`src/rtl/wprot_pkg.sv`:
```
package wprot_pkg;
    localparam int DATA_W = 8;

    typedef enum logic [1:0] {
        ST_IDLE     = 2'd0,
        ST_ARMED    = 2'd1,
        ST_HOLD_PWR = 2'd2,
        ST_HOLD_CLK = 2'd3
    } wp_state_t;
endpackage

```
`src/rtl/wprot_seq.sv`:
```
module wprot_seq
    import wprot_pkg::*;
(
    input  logic clk,
    input  logic rst_n,
    input  logic rd_i,
    input  logic wr_i,
    input  logic hit_cmd_i,
    input  logic hit_pwr_i,
    input  logic hit_clk_i,
    output logic grant_pwr_o,
    output logic grant_clk_o,
    output logic viol_o
);
    wp_state_t state_q, state_d;
    logic      acc_any, acc_rd, ok_pwr, ok_clk;

    assign acc_any = rd_i | wr_i;
    assign acc_rd  = rd_i & ~wr_i;

    always_ff @(posedge clk or negedge rst_n) begin
        if (!rst_n) state_q <= ST_IDLE;
        else        state_q <= state_d;
    end

    always_comb begin
        state_d = state_q;
        unique case (state_q)
            ST_IDLE: begin
                if (wr_i && hit_cmd_i) state_d = ST_ARMED;
            end
            ST_ARMED: begin
                if (wr_i && hit_cmd_i)        state_d = ST_ARMED;
                else if (acc_rd && hit_pwr_i) state_d = ST_HOLD_PWR;
                else if (acc_rd && hit_clk_i) state_d = ST_HOLD_CLK;
                else if (acc_any)             state_d = ST_IDLE;
            end
            ST_HOLD_PWR, ST_HOLD_CLK: begin
                if (wr_i && hit_cmd_i) state_d = ST_ARMED;
                else if (acc_any)      state_d = ST_IDLE;
            end
            default: state_d = ST_IDLE;
        endcase
    end

    always_comb begin
        ok_pwr      = (state_q == ST_ARMED) || (state_q == ST_HOLD_PWR);
        ok_clk      = (state_q == ST_ARMED) || (state_q == ST_HOLD_CLK);
        grant_pwr_o = wr_i & hit_pwr_i & ok_pwr;
        grant_clk_o = wr_i & hit_clk_i & ok_clk;
        viol_o      = wr_i & ((hit_pwr_i & ~ok_pwr) | (hit_clk_i & ~ok_clk));
    end


    arm_on_cmd_chk: assert property (@(posedge clk) disable iff (!rst_n)
        (wr_i && hit_cmd_i) |=> (state_q == ST_ARMED));


    one_access_chk: assert property (@(posedge clk) disable iff (!rst_n)
        (state_q == ST_ARMED && rd_i && !wr_i && !hit_pwr_i && !hit_clk_i)
        |=> (state_q == ST_IDLE));
endmodule

```
`src/rtl/wprot_regs.sv`:
```
module wprot_regs
    import wprot_pkg::*;
#(
    parameter logic [DATA_W-1:0] PWR_RST = 8'h00,
    parameter logic [DATA_W-1:0] CLK_RST = 8'h03
) (
    input  logic              clk,
    input  logic              rst_n,
    input  logic              rd_i,
    input  logic              wr_i,
    input  logic [DATA_W-1:0] wdata_i,
    input  logic              hit_pwr_i,
    input  logic              hit_clk_i,
    input  logic              hit_stat_i,
    input  logic              grant_pwr_i,
    input  logic              grant_clk_i,
    input  logic              viol_i,
    output logic [DATA_W-1:0] pwr_o,
    output logic [DATA_W-1:0] clk_o,
    output logic [DATA_W-1:0] rdata_o
);
    logic [DATA_W-1:0] pwr_q, clkr_q, rdata_q, rd_mux;
    logic              err_q, stat_clr;

    assign stat_clr = wr_i & hit_stat_i & ~wdata_i[0];

    always_ff @(posedge clk or negedge rst_n) begin
        if (!rst_n) begin
            pwr_q  <= PWR_RST;
            clkr_q <= CLK_RST;
            err_q  <= 1'b0;
        end else begin
            if (grant_pwr_i) pwr_q  <= wdata_i;
            if (grant_clk_i) clkr_q <= wdata_i;
            if (viol_i)        err_q <= 1'b1;
            else if (stat_clr) err_q <= 1'b0;
        end
    end

    always_comb begin
        rd_mux = '0;
        if (hit_pwr_i)       rd_mux = pwr_q;
        else if (hit_clk_i)  rd_mux = clkr_q;
        else if (hit_stat_i) rd_mux = {{(DATA_W-1){1'b0}}, err_q};
    end

    always_ff @(posedge clk or negedge rst_n) begin
        if (!rst_n)    rdata_q <= '0;
        else if (rd_i) rdata_q <= rd_mux;
    end

    assign pwr_o   = pwr_q;
    assign clk_o   = clkr_q;
    assign rdata_o = rdata_q;


    pwr_guard_chk: assert property (@(posedge clk) disable iff (!rst_n)
        !$stable(pwr_q) |-> $past(grant_pwr_i));


    viol_sets_err_chk: assert property (@(posedge clk) disable iff (!rst_n)
        viol_i |=> err_q);


    err_sticky_chk: assert property (@(posedge clk) disable iff (!rst_n)
        (err_q && !(wr_i && hit_stat_i && !wdata_i[0])) |=> err_q);
endmodule

```
`src/rtl/wprot_unit.sv`:
```
module wprot_unit
    import wprot_pkg::*;
#(
    parameter int                ADDR_W    = 2,
    parameter int                CMD_ADDR  = 0,
    parameter int                PWR_ADDR  = 1,
    parameter int                CLK_ADDR  = 2,
    parameter int                STAT_ADDR = 3,
    parameter logic [DATA_W-1:0] PWR_RST   = 8'h00,
    parameter logic [DATA_W-1:0] CLK_RST   = 8'h03
) (
    input  logic              clk,
    input  logic              rst_n,
    input  logic [ADDR_W-1:0] bus_addr,
    input  logic              bus_rd,
    input  logic              bus_wr,
    input  logic [DATA_W-1:0] bus_wdata,
    output logic [DATA_W-1:0] bus_rdata,
    output logic [DATA_W-1:0] pwr_ctrl,
    output logic [DATA_W-1:0] clk_ctrl
);
    logic hit_cmd, hit_pwr, hit_clk, hit_stat;
    logic grant_pwr, grant_clk, viol;

    assign hit_cmd  = (bus_addr == ADDR_W'(CMD_ADDR));
    assign hit_pwr  = (bus_addr == ADDR_W'(PWR_ADDR));
    assign hit_clk  = (bus_addr == ADDR_W'(CLK_ADDR));
    assign hit_stat = (bus_addr == ADDR_W'(STAT_ADDR));

    wprot_seq u_seq (
        .clk         (clk),
        .rst_n       (rst_n),
        .rd_i        (bus_rd),
        .wr_i        (bus_wr),
        .hit_cmd_i   (hit_cmd),
        .hit_pwr_i   (hit_pwr),
        .hit_clk_i   (hit_clk),
        .grant_pwr_o (grant_pwr),
        .grant_clk_o (grant_clk),
        .viol_o      (viol)
    );

    wprot_regs #(
        .PWR_RST (PWR_RST),
        .CLK_RST (CLK_RST)
    ) u_regs (
        .clk         (clk),
        .rst_n       (rst_n),
        .rd_i        (bus_rd),
        .wr_i        (bus_wr),
        .wdata_i     (bus_wdata),
        .hit_pwr_i   (hit_pwr),
        .hit_clk_i   (hit_clk),
        .hit_stat_i  (hit_stat),
        .grant_pwr_i (grant_pwr),
        .grant_clk_i (grant_clk),
        .viol_i      (viol),
        .pwr_o       (pwr_ctrl),
        .clk_o       (clk_ctrl),
        .rdata_o     (bus_rdata)
    );
endmodule

```
`config.mk`:
```
export PLATFORM = sky130hd
export DESIGN_NAME = wprot_unit
export DESIGN_NICKNAME = d
export VERILOG_FILES = /design/src/rtl/wprot_pkg.sv /design/src/rtl/wprot_seq.sv /design/src/rtl/wprot_regs.sv /design/src/rtl/wprot_unit.sv
export SDC_FILE = /design/constraint.sdc
export NUM_CORES = 1
export LEC_CHECK = 0
export BUFFER_PORTS_ARGS = -buffer_cell sky130_fd_sc_hd__buf_4
export CORE_MARGIN = 3
export CORE_UTILIZATION = 50
export DETAILED_ROUTE_END_ITERATION = 6
export PLACE_DENSITY = 0.77
export SETUP_SLACK_MARGIN = 0.05
export SYNTH_ARGS = -nofsm -noshare
export SYNTH_HDL_FRONTEND = slang
export SYNTH_HIERARCHICAL = 1
export SYNTH_SLANG_ARGS = --single-unit
```
`constraint.sdc`:
```
create_clock -name clk -period 2.7 [get_ports clk]
set_input_delay 0.405 -clock clk [delete_from_list [all_inputs] [get_ports clk]]
set_output_delay 0.405 -clock clk [all_outputs]
set_load 0.02 [all_outputs]
```
==> impl_metrics.toml <==
[yosys]
yosysTopAreaCellShare_pct = 47.2
synth_compound_area_share_pct = 12.3
synth_area_leaders = "dfrtp_1 (47%), mux2_2 (14%), ha_1 (4.7%), dfstp_2 (4.0%), nor2_1 (3.4%)"
synthSimpleGateAreaFrac_pct = 14.3
synth_fa_ha_area_share_pct = 4.72
yosysSeqAreaShare_pct = 51.1
ys_ff_latch = 27
ys_warn_count = 6
synthesis.nets = 136
syn_avg_cell_area_um2 = 11.3
netlist_area_um2 = 1330
synth_top_family_by_area = "simple AND/OR/NAND/NOR gates"
ys_types = 31
synth-xor-area-share_pct = 0
yosys.area.top_type = "dfrtp_1"
muxShareOfSynthArea_pct = 13.6
syn_inst = 117

[pwr]
p_sw_share_pct = 38.9
ir_drop_v = 0.000652
p_leak_nw = 0.768
power_frac_clock_pct = 10.5
p_switching_mw = 0.641
power_density_nw_per_um2 = 997
p_seq_share_pct = 41.9
combPwrFrac_pct = 47.6
p_int_mw = 1.01

[floorplan]
initial_core_util_pct = 53.1
die_x_um = 57.5
num_io_pins = 38
die-area_um2 = 3310
std_cell_rows = 18
design.core.area_um2 = 2500
die_h_um = 57.5

[route]
wl_per_cell_um = 14.8
drc = 0
num_vias = 1032
drt-initial-drc-count = 70
wl_mm = 2.74
ant_nets = 0
avgViaCountPerCell = 5.58
dr.pass1.iters = 4

[setup_path]
critPathBufInv = 1
endpoint_kind = "flop"
crit_type = "reg -> reg"
cp_slowest_cell = "nor2_1"
crit_fanout = 8
crit_start = "u_seq/state_q[1]$_DFFE_PN0P_"
r2r_start = "u_seq/state_q[1]$_DFFE_PN0P_"
cpPeakStageDelay_ns = 0.56
critPathLaunchType = "flop"
crit_family = "simple AND/OR/NAND/NOR gates"
crit_chain = "inv_1 -> ha_1 -> nor2_1 -> nor2_1 -> mux2_2"
crit_top_cell = "nor2_1"
crit_required_ns = 2.93
arrival_ns = 2.16

[sta]
hold_viol_final = 0
tns_ns = 0
min_period_ns = 1.93
drv_slew = 0
rsz0062_at_grt = "no"
layout_worst_path_cycle_share_pct = 71.4
worstMarginPinSlew_ns = 0.710
slew_headroom_pct = 52.5
setup_viol = 0
fmax_mhz = 518
worst_slack_ns = 0.771
skew_ns = 0.00876

[global_route]
grt_pass1_vias = 986
overflow = 0
antenna_found_initial = 0
grt_pass1_wl_mm = 4.62
grt_use_total_pct = 18.1
grt_max_degree = 28

[finish]
multiInputGateArea_um2 = 596
regArea_um2 = 678
utilization_pct = 66.1
final_cell_mix = "buf_4 (38), dfrtp_1 (25), mux2_2 (16)"
diodes = 0
nFillCells = 199
fin_cells = 185
final_area_um2 = 1650
areaGrowthSynthToFinish_pct = 24.6
layout_commonest_cell = "buf_4"
layout.nets = 175
drive_above_1_share_pct = 41.3

[placed_design]
place_ws_ns = 0.730
placed_area_um2 = 1620
hpwl_mm = 1.98
dp_cells = 180
gp_congestion = 0.820
port-buffer-count = 37

[flow_run]
maxCapViolCount = 0

[status]
status = "finished clean"

[hold_path]
min-delay-start = "bus_wdata[6]"
min_path_type = "in -> reg"

[cts]
clkLatencyLatePin_ns = 0.32
cts-root-buf = "clkbuf_4"
clock_path_buffers = 2
cts_tree = "built"
htree_levels = 1
cts_resized = 0
clk_pin_slew_ns = 0.14
numCtsBuffers = 3
cts_sinks = 27
postCtsSetupBuffers = 0
-- cell type report --
class / count / area share, %
inverter: 5 / 1.14
multi-input combinational: 80 / 36.0
clock inverter: 1 / 0.303
clock buffer: 3 / 1.36
timing repair buffer: 39 / 17.9
sequential: 27 / 41.0
tap: 30 / 2.27
-- routing by layer --
metal,GRT usage [%],vias to the layer above,wire length [um]
li1,-,488,-
met1,23.9,499,1180
met2,29.7,41,1360
met3,4.52,4,190
met4,4.30,0,17
met5,0,-,0
-- what timing repair did --
action	4_1_cts	5_1_grt
endpoints found under the setup margin	0	0
hold buffers	1	0
hold endpoints to repair	25	0
-- power groups by stage --
| stage | Clock, mW | Sequential (mW) | Combinational (mW) |
|---|---|---|---|
| after detailed placement | 0 | 0.702 | 0.784 |
| final | 0.172 | 0.691 | 0.784 |
| after global placement | 0 | 0.695 | 0.762 |
| after floorplan | 0 | 0.860 | 0.295 |
| after global routing | 0.195 | 0.717 | 0.845 |
| after CTS | 0.179 | 0.692 | 0.787 |
-- kinds of logic after synthesis --
group	count (synthesis)
AND/OR/NAND/NOR	35
multiplexers	16
buffers and inverters	10
adder cells (fa/ha/maj)	5
AO/OA/AOI/OAI	24
flip-flops	27
-- synthesized netlist by cell type, drive strengths merged --
| library cell | number |
|---|---|
| a21oi | 6 |
| a221o | 1 |
| a22oi | 5 |
| a31oi | 2 |
| a32oi | 1 |
| a41oi | 1 |
| and2 | 1 |
| and2b | 1 |
| and3 | 1 |
| and3b | 1 |
| buf | 5 |
| dfrtp | 25 |
| dfstp | 2 |
| ha | 5 |
| inv | 5 |
| mux2 | 16 |
| nand2 | 7 |
| nand2b | 2 |
| nand3 | 2 |
| nand3b | 2 |
| nor2 | 12 |
| nor2b | 5 |
| o2111ai | 1 |
| o211ai | 2 |
| o21ai | 2 |
| o21bai | 2 |
| o22ai | 1 |
| or3 | 1 |
-- through the flow --
stage	hold WS (ns)	power, mW
floorplan	0.109	1.16
detailed placement	0.333	1.49
global placement	0.332	1.46
global route	0.284	1.76
finish	0.306	1.65
CTS	0.296	1.66
-- registers in the layout, indices dropped and copies added (netlist names) --
signal	flops
u_regs/rdata_o	8
u_regs/pwr_o	8
u_regs/err_q	1
u_regs/clk_o	8
u_seq/state_q	2
-- path summary, 6_finish.rpt --
check                                                     end  slack, ns  cells after the start
min in group asynchronous       u_regs/rdata_o[0]$_DFFE_PN0P_       0.50                      2
worst min register to register       u_regs/err_q$_DFFE_PN0P_       0.53                      2
worst max register to register    u_regs/clk_o[5]$_DFFE_PN0P_       0.77                      5
max in group asynchronous         u_regs/clk_o[1]$_DFFE_PN1P_       1.90                      2
worst min-delay path              u_regs/pwr_o[6]$_DFFE_PN0P_       0.31                      2
worst max-delay path              u_regs/clk_o[5]$_DFFE_PN0P_       0.77                      5
(Power assumes the default switching activity.)
